`src/rtl/mdec_pkg.sv`:
```
package mdec_pkg;

    typedef enum logic [1:0] {
        ST_IDLE = 2'd0,
        ST_ACQ  = 2'd1,
        ST_LOCK = 2'd2,
        ST_TAIL = 2'd3
    } trk_state_e;

    typedef struct packed {
        logic smp;
        logic prv;
    } in_regs_t;

endpackage

```
`src/rtl/mdec_insel.sv`:
```
module mdec_insel
    import mdec_pkg::*;
(
    input  logic clk,
    input  logic rst_n,
    input  logic loop_en,
    input  logic line_in,
    input  logic enc_in,
    output logic smp,
    output logic trans
);

    in_regs_t r_d, r_q;

    always_comb begin
        r_d     = r_q;
        r_d.smp = loop_en ? enc_in : line_in;
        r_d.prv = r_q.smp;
    end

    always_ff @(posedge clk or negedge rst_n) begin
        if (!rst_n) begin
            r_q <= '0;
        end else begin
            r_q <= r_d;
        end
    end

    assign smp   = r_q.smp;
    assign trans = r_q.smp ^ r_q.prv;

endmodule

```
`src/rtl/mdec_track.sv`:
```
module mdec_track
    import mdec_pkg::*;
#(
    parameter int OSR       = 8,
    parameter int LOCK_N    = 4,
    parameter int TAIL_BITS = 5
) (
    input  logic                          clk,
    input  logic                          rst_n,
    input  logic                          trans,
    input  logic                          smp,
    output trk_state_e                    state,
    output logic [$clog2((OSR*5)/4+1)-1:0] cnt,
    output logic [$clog2(OSR)-1:0]        phase,
    output logic                          rxd
);

    localparam int MID_LO   = (OSR * 3) / 4;
    localparam int MID_HI   = (OSR * 5) / 4;
    localparam int BND_LO   = (OSR * 3) / 8;
    localparam int CW       = $clog2(MID_HI + 1);
    localparam int PW       = $clog2(OSR);
    localparam int TAIL_LEN = TAIL_BITS * OSR;
    localparam int TW       = $clog2(TAIL_LEN);
    localparam int LKW      = $clog2(LOCK_N);

    typedef struct packed {
        trk_state_e      st;
        logic [CW-1:0]   cnt;
        logic [LKW-1:0]  lk;
        logic [TW-1:0]   tcnt;
        logic            rxd;
    } trk_regs_t;

    trk_regs_t r_d, r_q;

    logic is_short;
    logic is_mid;
    logic timed_out;

    always_comb begin
        is_short  = trans && (r_q.cnt < CW'(BND_LO));
        is_mid    = trans && (r_q.cnt >= CW'(MID_LO));
        timed_out = (r_q.cnt == CW'(MID_HI));
        r_d       = r_q;
        unique case (r_q.st)
            ST_IDLE: begin
                if (trans) begin
                    r_d.st  = ST_ACQ;
                    r_d.cnt = CW'(1);
                    r_d.lk  = LKW'(1);
                end
            end
            ST_ACQ: begin
                if (is_short) begin
                    r_d.cnt = CW'(1);
                    r_d.lk  = LKW'(1);
                end else if (is_mid) begin
                    r_d.cnt = CW'(1);
                    if (r_q.lk == LKW'(LOCK_N - 1)) begin
                        r_d.st  = ST_LOCK;
                        r_d.rxd = smp;
                    end else begin
                        r_d.lk = r_q.lk + LKW'(1);
                    end
                end else if (timed_out) begin
                    r_d.st = ST_IDLE;
                end else begin
                    r_d.cnt = r_q.cnt + CW'(1);
                end
            end
            ST_LOCK: begin
                if (is_mid) begin
                    r_d.cnt = CW'(1);
                    r_d.rxd = smp;
                end else if (timed_out) begin
                    r_d.st   = ST_TAIL;
                    r_d.tcnt = '0;
                end else begin
                    r_d.cnt = r_q.cnt + CW'(1);
                end
            end
            ST_TAIL: begin
                if (trans) begin
                    r_d.st  = ST_ACQ;
                    r_d.cnt = CW'(1);
                    r_d.lk  = LKW'(1);
                end else if (r_q.tcnt == TW'(TAIL_LEN - 1)) begin
                    r_d.st = ST_IDLE;
                end else begin
                    r_d.tcnt = r_q.tcnt + TW'(1);
                end
            end
            default: r_d.st = ST_IDLE;
        endcase
    end

    always_ff @(posedge clk or negedge rst_n) begin
        if (!rst_n) begin
            r_q    <= '0;
            r_q.st <= ST_IDLE;
        end else begin
            r_q <= r_d;
        end
    end

    assign state = r_q.st;
    assign cnt   = r_q.cnt;
    assign phase = r_q.tcnt[PW-1:0];
    assign rxd   = r_q.rxd;

endmodule

```
`src/rtl/mdec_rxclk.sv`:
```
module mdec_rxclk
    import mdec_pkg::*;
#(
    parameter int OSR = 8
) (
    input  trk_state_e                     state,
    input  logic [$clog2((OSR*5)/4+1)-1:0] cnt,
    input  logic [$clog2(OSR)-1:0]         phase,
    output logic                           rxc
);

    localparam int CW    = $clog2((OSR * 5) / 4 + 1);
    localparam int PW    = $clog2(OSR);
    localparam int HI_LO = 2;
    localparam int HI_HI = 1 + OSR / 2;

    logic lock_hi;
    logic tail_hi;

    always_comb begin
        lock_hi = (state == ST_LOCK) &&
                  (cnt >= CW'(HI_LO)) && (cnt <= CW'(HI_HI));
        tail_hi = (state == ST_TAIL) &&
                  (phase >= PW'(HI_LO)) && (phase <= PW'(HI_HI));
        rxc     = lock_hi || tail_hi;
    end

endmodule

```
`src/rtl/mdec_rx.sv`:
```
module mdec_rx
    import mdec_pkg::*;
#(
    parameter int OSR       = 8,
    parameter int LOCK_N    = 4,
    parameter int TAIL_BITS = 5
) (
    input  logic clk,
    input  logic rst_n,
    input  logic loop_en,
    input  logic line_in,
    input  logic enc_in,
    output logic crs,
    output logic rxd,
    output logic rxc
);

    localparam int CW = $clog2((OSR * 5) / 4 + 1);
    localparam int PW = $clog2(OSR);

    logic          smp_w;
    logic          trans_w;
    trk_state_e    st_w;
    logic [CW-1:0] cnt_w;
    logic [PW-1:0] ph_w;

    mdec_insel u_in (
        .clk     (clk),
        .rst_n   (rst_n),
        .loop_en (loop_en),
        .line_in (line_in),
        .enc_in  (enc_in),
        .smp     (smp_w),
        .trans   (trans_w)
    );

    mdec_track #(
        .OSR       (OSR),
        .LOCK_N    (LOCK_N),
        .TAIL_BITS (TAIL_BITS)
    ) u_trk (
        .clk   (clk),
        .rst_n (rst_n),
        .trans (trans_w),
        .smp   (smp_w),
        .state (st_w),
        .cnt   (cnt_w),
        .phase (ph_w),
        .rxd   (rxd)
    );

    mdec_rxclk #(
        .OSR (OSR)
    ) u_clk (
        .state (st_w),
        .cnt   (cnt_w),
        .phase (ph_w),
        .rxc   (rxc)
    );

    assign crs = (st_w == ST_ACQ) || (st_w == ST_LOCK);

endmodule

```
`config.mk`:
```
export PLATFORM = sky130hd
export DESIGN_NAME = mdec_rx
export DESIGN_NICKNAME = d
export VERILOG_FILES = /design/src/rtl/mdec_pkg.sv /design/src/rtl/mdec_insel.sv /design/src/rtl/mdec_track.sv /design/src/rtl/mdec_rxclk.sv /design/src/rtl/mdec_rx.sv
export SDC_FILE = /design/constraint.sdc
export NUM_CORES = 1
export LEC_CHECK = 0
export BUFFER_PORTS_ARGS = -buffer_cell sky130_fd_sc_hd__buf_2
export CAP_MARGIN = 30
export CORE_MARGIN = 2
export CORE_UTILIZATION = 55
export CTS_BUF_LIST = sky130_fd_sc_hd__clkbuf_4
export DETAILED_ROUTE_END_ITERATION = 16
export GPL_TIMING_DRIVEN = 0
export PLACE_DENSITY = 0.74
export SETUP_SLACK_MARGIN = 0.4
export SLEW_MARGIN = 5
export SYNTH_ARGS = -nofsm -noshare
export SYNTH_HDL_FRONTEND = slang
export SYNTH_SLANG_ARGS = --single-unit
```
`constraint.sdc`:
```
create_clock -name clk -period 2.59 [get_ports clk]
set_clock_uncertainty 0.2 [all_clocks]
set_input_delay 0.518 -clock clk [delete_from_list [all_inputs] [get_ports clk]]
set_output_delay 0.518 -clock clk [all_outputs]
set_load 0.05 [all_outputs]
```
==> flow_summary_export.csv <==
group,metric,value,unit
hold_path,hp-class,"input port to flip-flop",
yosys,synth_seq_area_share,36.0,%
routing,drc_errors,0,
yosys,synth-edff-count,0,
sta,finalCritPeriodShare,92.2,%
floorplan,die_x,50.4,um
sta,slew-limit-headroom,72.2,%
grt,grt_start_max_net_pins,18,
pwr,switching_share,43.0,%
layout,final_cell_mix,"dfrtp_1 (15), buf_4 (13), nand2_1 (9), nor2_1 (8), a21oi_1 (7)",
floorplan,row_count,16,
clock_tree,cts.sink_count,17,
worst_setup_path,worstPathArrival,1.67,ns
pwr,p_int,0.000654,W
sta,maxSlewViolCount,0,
grt,use_met1,31.9,%
pwr,combPwrFrac,57.0,%
place,gp_congestion,0.823,
grt,grt_use_total,24.4,%
routing,drtPass1Iterations,4,
pwr,power.net_switching,0.000494,W
floorplan,fp.dieH,50.4,um
clock_tree,h-tree-depth,1,
layout,drive_gt1_share,40.0,%
floorplan,die_area,2540,um2
pwr,p_clk_share,13.2,%
sta,setup_viol,0,
worst_setup_path,crit_path_start_kind,"flip-flop",
layout,diodes,0,
sta,fin_crit,2.39,ns
worst_setup_path,cp_max_fo,3,
floorplan,coreArea,2000,um2
sta,finalHoldViolations,0,
yosys,async_reset_ff_share,100,%
place,numPortBuffers,7,
worst_setup_path,path_class,"flip-flop to primary output",
yosys,synth.top_cells.by_area,"dfrtp_1 (36%), ha_1 (11%), a21oi_1 (3.4%)",
run,maxCapViolCount,0,
routing,wire_per_inst,17.8,um
layout,nets,166,
worst_setup_path,critPathRequiredTime,1.87,ns
grt,overflow,0,
clock_tree,clk_pin_slew,0.11,ns
worst_setup_path,endpoint_kind,"primary output",
sta,worst_pin_slew,0.416,ns
pwr,pwr-share-seq,29.8,%
yosys,ys_ff_latch,17,
yosys,synth_area_per_cell,9.69,um2
yosys,syn_inst,122,
status,outcome,"completed",
place,dp_hpwl,1760,um
clock_tree,cts_buffers,3,
pwr,ir_worst_vdd,0.570,mV
clock_tree,cts_buffer_depth,2,
yosys,yosysTopAreaCell,"dfrtp_1",
yosys,synth_area,1180,um2
layout,final_common_cell,"dfrtp_1",
yosys,netlist.area_leader.share,36.0,%
sta,setup-tns-final,0,ns
grt,grt_pass1_vias,991,
routing,vias,1144,
sta,rsz0062_at_grt,"true",
pwr,powerDensity,738,nW/um2
yosys,syn_nets,137,
grt,met2_usage,41.2,%
floorplan,io_pins,8,
yosys,ys.flop_type,"dfrtp_1",
floorplan,start_util,59.1,%
grt,grt_pass1_wl,4580,um
routing,vias_per_cell,6.46,
pwr,power.total,0.00115,W
routing,dr.first_iter.drc_count,79,
clock_tree,clk_latency,0.30,ns
pwr,power.leakage,0.719,nW
routing,final_antenna_net_count,0,
sta,max_freq,0.419,GHz
clock_tree,cts_tree,"yes",
routing,drt-total-wl,3160,um
yosys,synth_warnings,0,
yosys,synth_cell_types,41,
layout,syn2layout_area_growth,31.4,%
grt,met3_usage,3.57,%
clock_tree,root_buffer,"clkbuf_4",
grt,top_usage_layer,"met2",
grt,antenna_found_initial,0,
==> layout make-up <==
class	instances	area, um2
flip-flops and latches	17	428
clock inverters	1	5.00
multi-input cells	95	807
fillers	130	448
plain buffers	5	48.8
repair buffers	24	190
inverters	5	18.8
well taps	27	33.8
clock buffers	3	22.5
==> synthesized netlist by cell type (all sizes together) (3+ instances only) <==
| cell type | number |
|---|---|
| a41o | 3 |
| a22o | 4 |
| o21ai | 4 |
| a21o | 3 |
| dfrtp | 17 |
| a21oi | 8 |
| inv | 5 |
| nor2 | 10 |
| nand3 | 4 |
| mux2 | 3 |
| a211oi | 3 |
| a2111oi | 3 |
| buf | 3 |
| ha | 10 |
| and3 | 4 |
| nand2 | 9 |
==> metrics by stage <==
| stage | instances | setup WS, ns | utilization, % | cell area, um2 | hold slack, ns |
|---|---|---|---|---|---|
| after global routing | 177 | 0.120 | 77.6 | 1550 | 0.237 |
| final | 177 | 0.202 | 77.6 | 1550 | 0.242 |
| after floorplan | 122 | 0.437 | - | 1190 | 0.0224 |
| after CTS | 170 | 0.226 | 72.7 | 1460 | 0.254 |
| after detailed placement | 156 | 0.200 | 63.1 | 1260 | 0.267 |
| after global placement | 156 | 0.247 | 63.1 | 1260 | 0.251 |
==> sequential cells by signal, indices dropped and copies added, names as in the netlist, named ones only <==
register     flops
u_trk.state      1
u_trk.rxd        1
u_trk.phase      3
u_trk.cnt        4
u_in.r_q         1
u_trk.r_q        5
u_in.smp         1
==> power by group through the flow <==
stage               clock network, W  registers, W  logic [W]
floorplan                          0      0.000371   0.000299
global placement                   0      0.000350   0.000389
CTS                         0.000149      0.000335   0.000567
detailed placement                 0      0.000354   0.000399
global route                0.000165      0.000346   0.000700
finish                      0.000152      0.000342   0.000654
==> metal layers <==
layer  up-vias  wire length (um)
met5         -                 0
met4         0               119
met3        18               217
met2        73              1600
met1       540              1220
li1        513                 -
==> worst max-delay path: stages, from the launching register on <==
cell	delay, ns
dfrtp_2	0.45
inv_2	0.11
ha_4	0.13
nor2_2	0.04
a2111oi_4	0.35
a21o_2	0.15
buf_8	0.14
==> cell families (layout without fill, tap and decap cells) <==
| logic type | count (synthesis) | count (layout) | synth area share (%) |
|---|---|---|---|
| fa+ha+maj | 10 | 10 | 10.6 |
| compound gates | 39 | 39 | 25.2 |
| simple gates | 39 | 39 | 17.6 |
| buf+inv | 10 | 38 | 4.76 |
| mux | 4 | 4 | 3.70 |
| xor+xnor | 3 | 3 | 2.22 |
| flops | 17 | 17 | 36.0 |
==> worst paths after layout <==
path | start | to | slack [ns] | depth (start not counted)
setup / recovery | u_trk.cnt[1]$_DFFE_PN0P_ | rxc | 0.20 | 6
hold / removal | line_in | u_in.smp$_DFF_PN0_ | 0.24 | 2
setup reg to reg | u_trk.cnt[1]$_DFFE_PN0P_ | u_trk.phase[0]$_DFFE_PN0P_ | 0.28 | 9
hold reg to reg | u_trk.r_q[8]$_DFFE_PN0P_ | u_trk.r_q[8]$_DFFE_PN0P_ | 0.31 | 1
max in group asynchronous | rst_n | u_trk.state[0]$_DFFE_PN0P_ | 1.40 | 2
min in group asynchronous | rst_n | u_trk.cnt[2]$_DFFE_PN0P_ | 0.48 | 2
==> timing repair <==
action | 4_1_cts | 5_1_grt
hold endpoints to repair | 17 | 0
pin swaps | 3 | 7
hold buffers | 1 | 0
buffers inserted | 9 | 7
gates resized for setup | 22 | 14
setup endpoints to repair | 2 | 10
cloned | 0 | 0
No activity file was read; power rests on OpenSTA's default activity.
